**src/rtl/smp_irq_pkg.sv**
```systemverilog
package smp_irq_pkg;
    typedef enum logic {
        IRQ_IDLE = 1'b0,
        IRQ_PEND = 1'b1
    } irq_state_t;
endpackage

```
**src/rtl/smp_base_regs.sv**
```systemverilog
module smp_base_regs #(
    parameter int BYTE_W = 8
) (
    input  logic                clk,
    input  logic                rst_n,
    input  logic                wr_en,
    input  logic                wr_hi,
    input  logic [BYTE_W-1:0]   wr_data,
    output logic [2*BYTE_W-1:0] base,
    output logic                load,
    output logic [2*BYTE_W-1:0] load_val
);
    logic [BYTE_W-1:0] lo_q, hi_q;

    always_ff @(posedge clk or negedge rst_n) begin
        if (!rst_n) begin
            lo_q <= '0;
            hi_q <= '0;
        end else if (wr_en) begin
            if (wr_hi) hi_q <= wr_data;
            else       lo_q <= wr_data;
        end
    end

    always_comb begin
        base     = {hi_q, lo_q};
        load     = wr_en && wr_hi;
        load_val = {wr_data, lo_q};
    end
endmodule

```
**src/rtl/smp_step_gate.sv**
```systemverilog
module smp_step_gate (
    input  logic smp_tick,
    input  logic play_en,
    input  logic cap_en,
    input  logic mode_exp,
    input  logic play_dma,
    output logic step
);
    always_comb begin
        if (mode_exp) step = smp_tick && play_dma;
        else          step = smp_tick && (play_en || cap_en);
    end
endmodule

```
**src/rtl/smp_down_counter.sv**
```systemverilog
module smp_down_counter #(
    parameter int CNT_W = 16
) (
    input  logic             clk,
    input  logic             rst_n,
    input  logic             load,
    input  logic [CNT_W-1:0] load_val,
    input  logic             step,
    input  logic [CNT_W-1:0] base,
    output logic [CNT_W-1:0] cnt,
    output logic             underflow
);
    logic at_zero;

    always_comb begin
        at_zero   = (cnt == '0);
        underflow = step && at_zero && !load;
    end

    always_ff @(posedge clk or negedge rst_n) begin
        if (!rst_n)         cnt <= '0;
        else if (load)      cnt <= load_val;
        else if (underflow) cnt <= base;
        else if (step)      cnt <= cnt - 1'b1;
    end

    p_decrement_r5: assert property (@(posedge clk) disable iff (!rst_n)
        (step && !load && cnt != '0) |=> cnt == $past(cnt) - 1'b1);
    p_reload_r6: assert property (@(posedge clk) disable iff (!rst_n)
        (step && !load && cnt == '0) |=> cnt == $past(base));
    p_hold_r9: assert property (@(posedge clk) disable iff (!rst_n)
        (!step && !load) |=> $stable(cnt));
endmodule

```
**src/rtl/smp_irq_fsm.sv**
```systemverilog
module smp_irq_fsm
    import smp_irq_pkg::*;
(
    input  logic clk,
    input  logic rst_n,
    input  logic raise,
    input  logic ack,
    output logic irq
);
    irq_state_t state_q, state_d;

    always_comb begin
        state_d = state_q;
        unique case (state_q)
            IRQ_IDLE: if (raise)         state_d = IRQ_PEND;  // RAISE
            IRQ_PEND: if (ack && !raise) state_d = IRQ_IDLE;  // ACK
        endcase
    end

    always_ff @(posedge clk or negedge rst_n) begin
        if (!rst_n) state_q <= IRQ_IDLE;
        else        state_q <= state_d;
    end

    always_comb irq = (state_q == IRQ_PEND);

    p_raise_r6: assert property (@(posedge clk) disable iff (!rst_n)
        raise |=> irq);
    p_ack_clears_r7: assert property (@(posedge clk) disable iff (!rst_n)
        (ack && !raise) |=> !irq);
    p_sticky_r7: assert property (@(posedge clk) disable iff (!rst_n)
        (irq && !ack) |=> irq);
endmodule

```
**src/rtl/smp_irq_counter.sv**
```systemverilog
module smp_irq_counter #(
    parameter int BYTE_W = 8
) (
    input  logic                clk,
    input  logic                rst_n,
    input  logic                wr_en,
    input  logic                wr_hi,
    input  logic [BYTE_W-1:0]   wr_data,
    input  logic                stat_wr,
    input  logic                smp_tick,
    input  logic                play_en,
    input  logic                cap_en,
    input  logic                mode_exp,
    input  logic                play_dma,
    output logic                irq,
    output logic [2*BYTE_W-1:0] cur_count
);
    localparam int CNT_W = 2 * BYTE_W;

    logic [CNT_W-1:0] base, load_val;
    logic             load, step, underflow;

    smp_base_regs #(.BYTE_W(BYTE_W)) u_regs (
        .clk(clk), .rst_n(rst_n), .wr_en(wr_en), .wr_hi(wr_hi),
        .wr_data(wr_data), .base(base), .load(load), .load_val(load_val)
    );

    smp_step_gate u_gate (
        .smp_tick(smp_tick), .play_en(play_en), .cap_en(cap_en),
        .mode_exp(mode_exp), .play_dma(play_dma), .step(step)
    );

    smp_down_counter #(.CNT_W(CNT_W)) u_cnt (
        .clk(clk), .rst_n(rst_n), .load(load), .load_val(load_val),
        .step(step), .base(base), .cnt(cur_count), .underflow(underflow)
    );

    smp_irq_fsm u_fsm (
        .clk(clk), .rst_n(rst_n), .raise(underflow), .ack(stat_wr), .irq(irq)
    );

    p_hi_load_r2: assert property (@(posedge clk) disable iff (!rst_n)
        (wr_en && wr_hi) |=> cur_count[CNT_W-1:BYTE_W] == $past(wr_data));
    p_lo_write_r1: assert property (@(posedge clk) disable iff (!rst_n)
        (wr_en && !wr_hi && !smp_tick) |=> $stable(cur_count));
    p_expanded_gate_r4: assert property (@(posedge clk) disable iff (!rst_n)
        (mode_exp && !play_dma && !(wr_en && wr_hi)) |=> $stable(cur_count));
endmodule

```
**config.mk**
```make
export PLATFORM = sky130hd
export DESIGN_NAME = smp_irq_counter
export DESIGN_NICKNAME = d
export VERILOG_FILES = /design/src/rtl/smp_irq_pkg.sv /design/src/rtl/smp_base_regs.sv /design/src/rtl/smp_step_gate.sv /design/src/rtl/smp_down_counter.sv /design/src/rtl/smp_irq_fsm.sv /design/src/rtl/smp_irq_counter.sv
export SDC_FILE = /design/constraint.sdc
export NUM_CORES = 1
export LEC_CHECK = 0
export BUFFER_PORTS_ARGS = -buffer_cell sky130_fd_sc_hd__buf_4
export CAP_MARGIN = 20
export CORE_ASPECT_RATIO = 0.8
export CORE_MARGIN = 2
export CORE_UTILIZATION = 35
export DETAILED_ROUTE_END_ITERATION = 10
export PLACE_DENSITY_LB_ADDON = 0.08
export SLEW_MARGIN = 20
export SYNTH_ARGS = -nofsm -noshare
export SYNTH_HDL_FRONTEND = slang
export SYNTH_SLANG_ARGS = --single-unit
```
**constraint.sdc**
```tcl
create_clock -name clk -period 1.85 [get_ports clk]
set_input_delay 0.2775 -clock clk [delete_from_list [all_inputs] [get_ports clk]]
set_output_delay 0.2775 -clock clk [all_outputs]
set_load 0.05 [all_outputs]
```
==> flow_summary.yaml, run 1 <==
synthesis:
  most_frequently_used_flop_master_after_synthesis: "dfrtp_1"
  syn-num-nets: 209
  postSynth.asyncResetShare_pct: 100.0
  ys_warn_count: 0
  syn_inst: 190
  syn_area_per_cell_um2: 9.384
  postSynthRegisterBits: 33
  netlist_area_um2: 1783
  synth_sequential_area_ratio_pct: 46.32
  synth.distinct_cells: 46
  number_of_enable_flip_flop_cells_after_synthesis: 0
worst_setup_path:
  regToRegSetupSlack_ns: -0.08
  worst_setup_path_end_kind: "flip-flop"
  critical_path.max_fanout: 4
  worst-setup-path-type: "reg2reg"
  r2r-end: "u_cnt.cnt[12]$_DFFE_PN0P_"
  rr_startpoint: "u_cnt.cnt[9]$_DFFE_PN0P_"
  timing.reg2reg.worst_path_depth: 7
  crit_arrival_ns: 2.10
  crit_path_start_kind: "flip-flop"
  path_cells: "buf_4 > nor4_4 > nand3_2 > o31ai_4 > buf_4 > a31oi_1 > o32a_1"
  cpMostUsedCell: "buf_4"
  critical-path-max-stage-delay_ns: 0.41
  cp_slowest_cell: "dfrtp_2"
  critical_path_required_ns: 2.02
clocking:
  worst_setup_hold_path_clk_slew_ns: 0.08
  sink_count_of_the_clock_tree: 33
  cts_max_level: 2
  cts-buffers-inserted: 5
  clock_tree.buffer_depth: 2
  clock_latency_ns: 0.29
  tritoncts: "done"
  cts.root.buffer_cell: "clkbuf_8"
floorplan:
  core_region_area_um2: 4950
  die_y_um: 67.84
  design.portCount: 35
  start_util_pct: 36.02
  floorplan.die_area_um2: 5685
  dieWidth_um: 83.80
  rows: 23
global_route:
  pin_count_of_the_biggest_net_entering_global_routing: 34
  grt_first_pass_wirelength_um: 8997
  global_route.overflow_total: 0
  number_of_global_route_vias_before_repair: 1752
  grt_usage_pct: 20.67
  initial_antenna_violation_count: 0
layout:
  fin_cells: 321
  final_net_count: 277
  flow.area_growth_from_synthesis_pct: 45.05
  diodes: 0
  fraction_of_layout_instances_using_a_drive_strength_above_1_pct: 45.56
pwr:
  power.density_nw_per_um2: 996.1
  p_leak_nw: 1.121
  peakVddDrop_mv: 0.5726
drt:
  drt_wl_total_um: 5466
  detailedRoute.firstIterationViolations: 96
  route.vias.total: 1702
  post_drt_wl_per_cell_um: 17.03
  initial_drt_pass_iterations: 4
  viasPerCell: 5.302
  final_antenna_net_count: 0
  drc: 0
timing:
  hold_slack_ns: 0.1684
  final.min_clock_period_ns: 1.925
  fmax_ghz: 0.5194
  slew_viol_final: 0
  timing_hold_violations_final: 0
  tightest_slew_ns: 0.5466
  final.setup.worst_slack_ns: -0.07536
  setup_violations: 5
  post-route-period-util_pct: 104.1
  fin_clk_skew_ns: 0.007768
  grt_setup_unrepaired: "yes"
  max_slew_margin_pct: 63.56
placed_design:
  finalWeightedCongestion: 0.8643
  post-place-ws_ns: -0.06138
  dp.final_hpwl_um: 3970
  placed_cells: 308
  placement.io_buffers: 34
hold_path:
  worst_hold_path.endpoint: "u_fsm.irq$_DFF_PN0_"
  timing.hold.worst.start: "stat_wr"
  min_path_type: "in2reg"
  worst_hold_path.num_cells: 2
status:
  violated_checks: "setup timing"
  outcome: "complete, but fails checks"
flow_run:
  number_of_violations_of_the_max_capacitance_limit: 0
## registers in the layout, indices dropped and copies added (netlist names)
signal / count
u_cnt.cnt: 16
u_regs.hi_q: 8
u_regs.lo_q: 8
u_fsm.irq: 1
## per-stage QoR
step	utilization, %	power, mW	cell area, um2	setup TNS [ns]
final	52.25	2.576	2586	-0.2034
after CTS	51.09	2.568	2529	-0.03254
after global routing	52.25	2.709	2586	-0.9074
after global placement	47.67	1.839	2360	-0.007306
after floorplan	-	1.490	1838	-0.6409
after detailed placement	47.67	1.859	2360	-0.06138
## placed cells by master (no fill, tap or decap), drive strengths merged, types with 2 or more instances in the layout
cell / synthesis / final
o31a: 2 / 2
clkbuf: 6 / 5
nor3: 6 / 6
a22o: 2 / 2
or2: 2 / 2
nor2: 12 / 12
buf: 3 / 69
or4: 2 / 2
inv: 4 / 4
a21oi: 12 / 12
mux2: 9 / 9
a2bb2oi: 2 / 2
o21ai: 4 / 4
dfrtp: 33 / 33
and2: 2 / 2
or3: 4 / 4
nand3: 8 / 8
mux2i: 3 / 3
a31oi: 5 / 5
nand2: 40 / 40
nor4: 6 / 6
nand2b: 3 / 3
o22ai: 3 / 3
o31ai: 3 / 3
## worst max-delay path by stage
stage               slack, ns                startpoint                         to
detailed placement      -0.06  u_cnt.cnt[9]$_DFFE_PN0P_  u_cnt.cnt[14]$_DFFE_PN0P_
finish                  -0.08  u_cnt.cnt[9]$_DFFE_PN0P_  u_cnt.cnt[12]$_DFFE_PN0P_
global placement       -0.007  u_cnt.cnt[9]$_DFFE_PN0P_  u_cnt.cnt[14]$_DFFE_PN0P_
global route            -0.17  u_cnt.cnt[9]$_DFFE_PN0P_  u_cnt.cnt[14]$_DFFE_PN0P_
floorplan               -0.13  u_cnt.cnt[1]$_DFFE_PN0P_  u_cnt.cnt[12]$_DFFE_PN0P_
CTS                     -0.03  u_cnt.cnt[9]$_DFFE_PN0P_  u_cnt.cnt[14]$_DFFE_PN0P_
## power breakdown
part,switching (mW),total [mW],internal (mW)
combinational,0.546,0.912,0.367
sequential,0.123,0.965,0.842
clock,0.295,0.698,0.403
total,0.964,2.58,1.61
## cells by family after synthesis
logic type	share of synthesized area (%)
multiplexers	7.369
buffers and inverters	3.298
flip-flops	46.32
AND/OR/NAND/NOR	25.97
AO/OA/AOI/OAI	16.35
adder cells (fa/ha/maj)	0.7016
## critical path: cells and delay by family, from the launching register on
| kind | cells | cell delay [ns] |
|---|---|---|
| buffers and inverters | 2 | 0.30 |
| AO/OA/AOI/OAI | 3 | 0.62 |
| AND/OR/NAND/NOR | 2 | 0.46 |
| flip-flops | 1 | 0.41 |
## cells in the mapped netlist (2+ instances only)
cell type  instances  area, um2
nand2b_1           3      18.77
mux2i_1            3      30.03
mux2_2             9      101.4
or3_1              4      25.02
and2_1             2      12.51
nor4_2             2      25.02
o31ai_1            2      15.01
inv_1              4      15.01
dfrtp_1           33      825.8
nand2_1           39      146.4
nor2_1            12      45.04
a21oi_1           12      60.06
o21ai_1            2      10.01
a22o_1             2      17.52
a31oi_1            5      31.28
nand3_1            7      35.03
buf_2              2      10.01
nor3_1             6      30.03
a2bb2oi_1          2      17.52
o31a_1             2      17.52
o22ai_1            3      18.77
o21ai_0            2      10.01
or2_2              2      12.51
clkbuf_1           6      22.52
nor4_1             3      18.77
## routing by layer
| metal | track usage, % | wire (um) |
|---|---|---|
| met1 | 27.60 | 2523 |
| met3 | 4.343 | 237 |
| met4 | 8.669 | 114 |
| met2 | 33.30 | 2591 |
| met5 | 0 | 0 |
## final cells by class
class	instances	area, um2
clock buffers	5	68.82
well taps	62	77.57
multi-input cells	144	1002
flip-flops and latches	33	837.1
fillers	460	2364
inverters	4	15.01
repair buffers	70	539.3
clock inverters	3	46.29
## what timing repair did
item	in CTS	in global routing
hold buffers	1	0
setup endpoints to repair	3	14
hold endpoints to repair	33	0
gates resized for setup	2	12
cloned	0	0
buffers inserted	4	0
pin swaps	2	6
No activity file was read; power rests on OpenSTA's default activity.
==> run 2, diff against run 1 <==
--- a/config.mk
+++ b/config.mk
@@ -9,7 +9,7 @@
 export CAP_MARGIN = 20
 export CORE_ASPECT_RATIO = 0.8
 export CORE_MARGIN = 2
-export CORE_UTILIZATION = 35
+export CORE_UTILIZATION = 49
 export DETAILED_ROUTE_END_ITERATION = 10
 export PLACE_DENSITY_LB_ADDON = 0.08
 export SLEW_MARGIN = 20
==> flow_summary.yaml, run 2 (synthesized netlist as in run 1, its figures left out) <==
status:
  outcome: "complete, but fails checks"
  violated_checks: "setup timing"
layout:
  registers_with_the_most_flip_flops: "u_cnt.cnt: 16 flops, u_regs.hi_q: 8 flops, u_regs.lo_q: 8 flops"
  diodes: 0
  top_register: "u_cnt.cnt"
  filler_cell_count: 246
  post-route-util_pct: 76.81
  flow.area_growth_from_synthesis_pct: 48.49
  mostFrequentLayoutCells: "buf_4 (74), nand2_1 (39), dfrtp_1 (24)"
  largest_register_ffs: 16
  layout_cell_area_excl_fill_um2: 2648
  layout_commonest_cell: "buf_4"
  fraction_of_layout_instances_using_a_drive_strength_above_1_pct: 48.52
  final_net_count: 288
global_route:
  grt_first_pass_wirelength_um: 8300
  pin_count_of_the_biggest_net_entering_global_routing: 34
  global_route.overflow_total: 0
  grt_usage_pct: 25.86
  initial_antenna_violation_count: 0
  number_of_global_route_vias_before_repair: 1788
floorplan:
  design.portCount: 35
  die_y_um: 57.96
  start_util_pct: 51.72
  floorplan.die_area_um2: 4140
  core_region_area_um2: 3447
  dieWidth_um: 71.44
  rows: 19
worst_setup_path:
  critical_path.max_fanout: 3
  worst-setup-path-type: "reg2reg"
  worst_setup_path_end_kind: "flip-flop"
  crit_path_start_kind: "flip-flop"
  crit_arrival_ns: 2.15
  critical_path_required_ns: 2.04
timing:
  final.min_clock_period_ns: 1.962
  post-route-period-util_pct: 106.0
  fmax_ghz: 0.5098
  setup_violations: 2
  slew_viol_final: 0
  timing_hold_violations_final: 0
  grt_setup_unrepaired: "yes"
  fin_clk_skew_ns: 0.003046
  tightest_slew_ns: 0.4758
  max_slew_margin_pct: 68.28
  final.setup.worst_slack_ns: -0.1117
placed_design:
  dp.final_hpwl_um: 3690
  finalWeightedCongestion: 0.8750
  placement.io_buffers: 34
  dpl_cell_area_um2: 2402
drt:
  final_antenna_net_count: 0
  viasPerCell: 5.808
  drc: 0
  post_drt_wl_per_cell_um: 17.15
  route.vias.total: 1812
  initial_drt_pass_iterations: 6
  detailedRoute.firstIterationViolations: 124
  drt_wl_total_um: 5352
pwr:
  p_total_mw: 2.501
  peakVddDrop_mv: 0.8247
  power.density_nw_per_um2: 944.8
  p_leak_nw: 1.176
clocking:
  cts.root.buffer_cell: "clkbuf_8"
  clock_tree.buffer_depth: 2
  sink_count_of_the_clock_tree: 33
  cts_max_level: 2
  clock_latency_ns: 0.28
  cts-buffers-inserted: 5
  tritoncts: "done"
  worst_setup_hold_path_clk_slew_ns: 0.07
flow_run:
  number_of_violations_of_the_max_capacitance_limit: 0
hold_path:
  min_path_type: "in2reg"
[run 2: cell types whose count changed in the layout (fill, tap and decap cells not counted), sizes merged]
cell,previous run,this run
clkbuf,5,7
bufinv,1,0
clkinvlp,1,0
buf,69,80
[run 2: stage by stage]
step | setup TNS (ns) | instances | setup slack, ns | hold slack (ns)
6_report | -0.1360 | 312 | -0.1117 | 0.1965
5_1_grt | -0.6544 | 312 | -0.2086 | 0.2121
4_1_cts | -0.1348 | 311 | -0.1157 | 0.1948
3_5_place_dp | -0.3381 | 297 | -0.1253 | 0.2504
3_3_place_gp | -0.2113 | 297 | -0.1069 | 0.2436
2_1_floorplan | -0.6409 | 190 | -0.1305 | -0.01809
[run 2: final cells by class]
type / count / area (um2) / share of cell area (%)
Sequential cell: 33 / 837.1 / 31.62
Clock inverter: 1 / 5.005 / 0.1890
Timing Repair Buffer: 81 / 633.1 / 23.91
Clock buffer: 7 / 96.34 / 3.639
Multi-Input combinational cell: 144 / 1008 / 38.09
Inverter: 4 / 15.01 / 0.5671
Tap cell: 42 / 52.55 / 1.985
[run 2: final timing paths]
| kind | start | end | slack [ns] | cells after the start |
|---|---|---|---|---|
| max in group asynchronous | rst_n | u_cnt.cnt[0]$_DFFE_PN0P_ | 1.03 | 2 |
| worst max-delay path | u_cnt.cnt[9]$_DFFE_PN0P_ | u_cnt.cnt[14]$_DFFE_PN0P_ | -0.11 | 5 |
| min in group asynchronous | rst_n | u_regs.lo_q[4]$_DFFE_PN0P_ | 0.48 | 2 |
| worst max register to register | u_cnt.cnt[9]$_DFFE_PN0P_ | u_cnt.cnt[14]$_DFFE_PN0P_ | -0.11 | 5 |
| worst min-delay path | stat_wr | u_fsm.irq$_DFF_PN0_ | 0.20 | 2 |
| worst min register to register | u_regs.hi_q[3]$_DFFE_PN0P_ | u_regs.hi_q[3]$_DFFE_PN0P_ | 0.48 | 2 |
[run 2: per-layer routing]
metal  track usage (%)  wire (um)
met1             35.77       2319
met3             4.696        355
met4             5.391         29
met5                 0          0
met2             43.12       2648
[run 2: repair_timing]
item | in CTS | in global routing
buffers inserted | 5 | 2
pin swaps | 3 | 9
endpoints found under the hold margin | 33 | 0
endpoints found under the setup margin | 8 | 12
gates resized for setup | 4 | 15
hold buffers | 1 | 0
[run 2: worst max-delay path, cell delays in order (launching register included)]
cell and delay, ns:
dfrtp_2 0.44, or4_4 0.55, nor4_4 0.21, nand3_2 0.13, or3b_1 0.39, a31oi_1 0.16
[run 2: report_power, final]
part | switching, mW | total [mW] | leakage [nW] | internal, mW
sequential | 0.116 | 0.959 | 0.378 | 0.843
combinational | 0.562 | 0.950 | 0.744 | 0.388
clock | 0.256 | 0.592 | 0.0542 | 0.336
total | 0.934 | 2.50 | 1.18 | 1.57
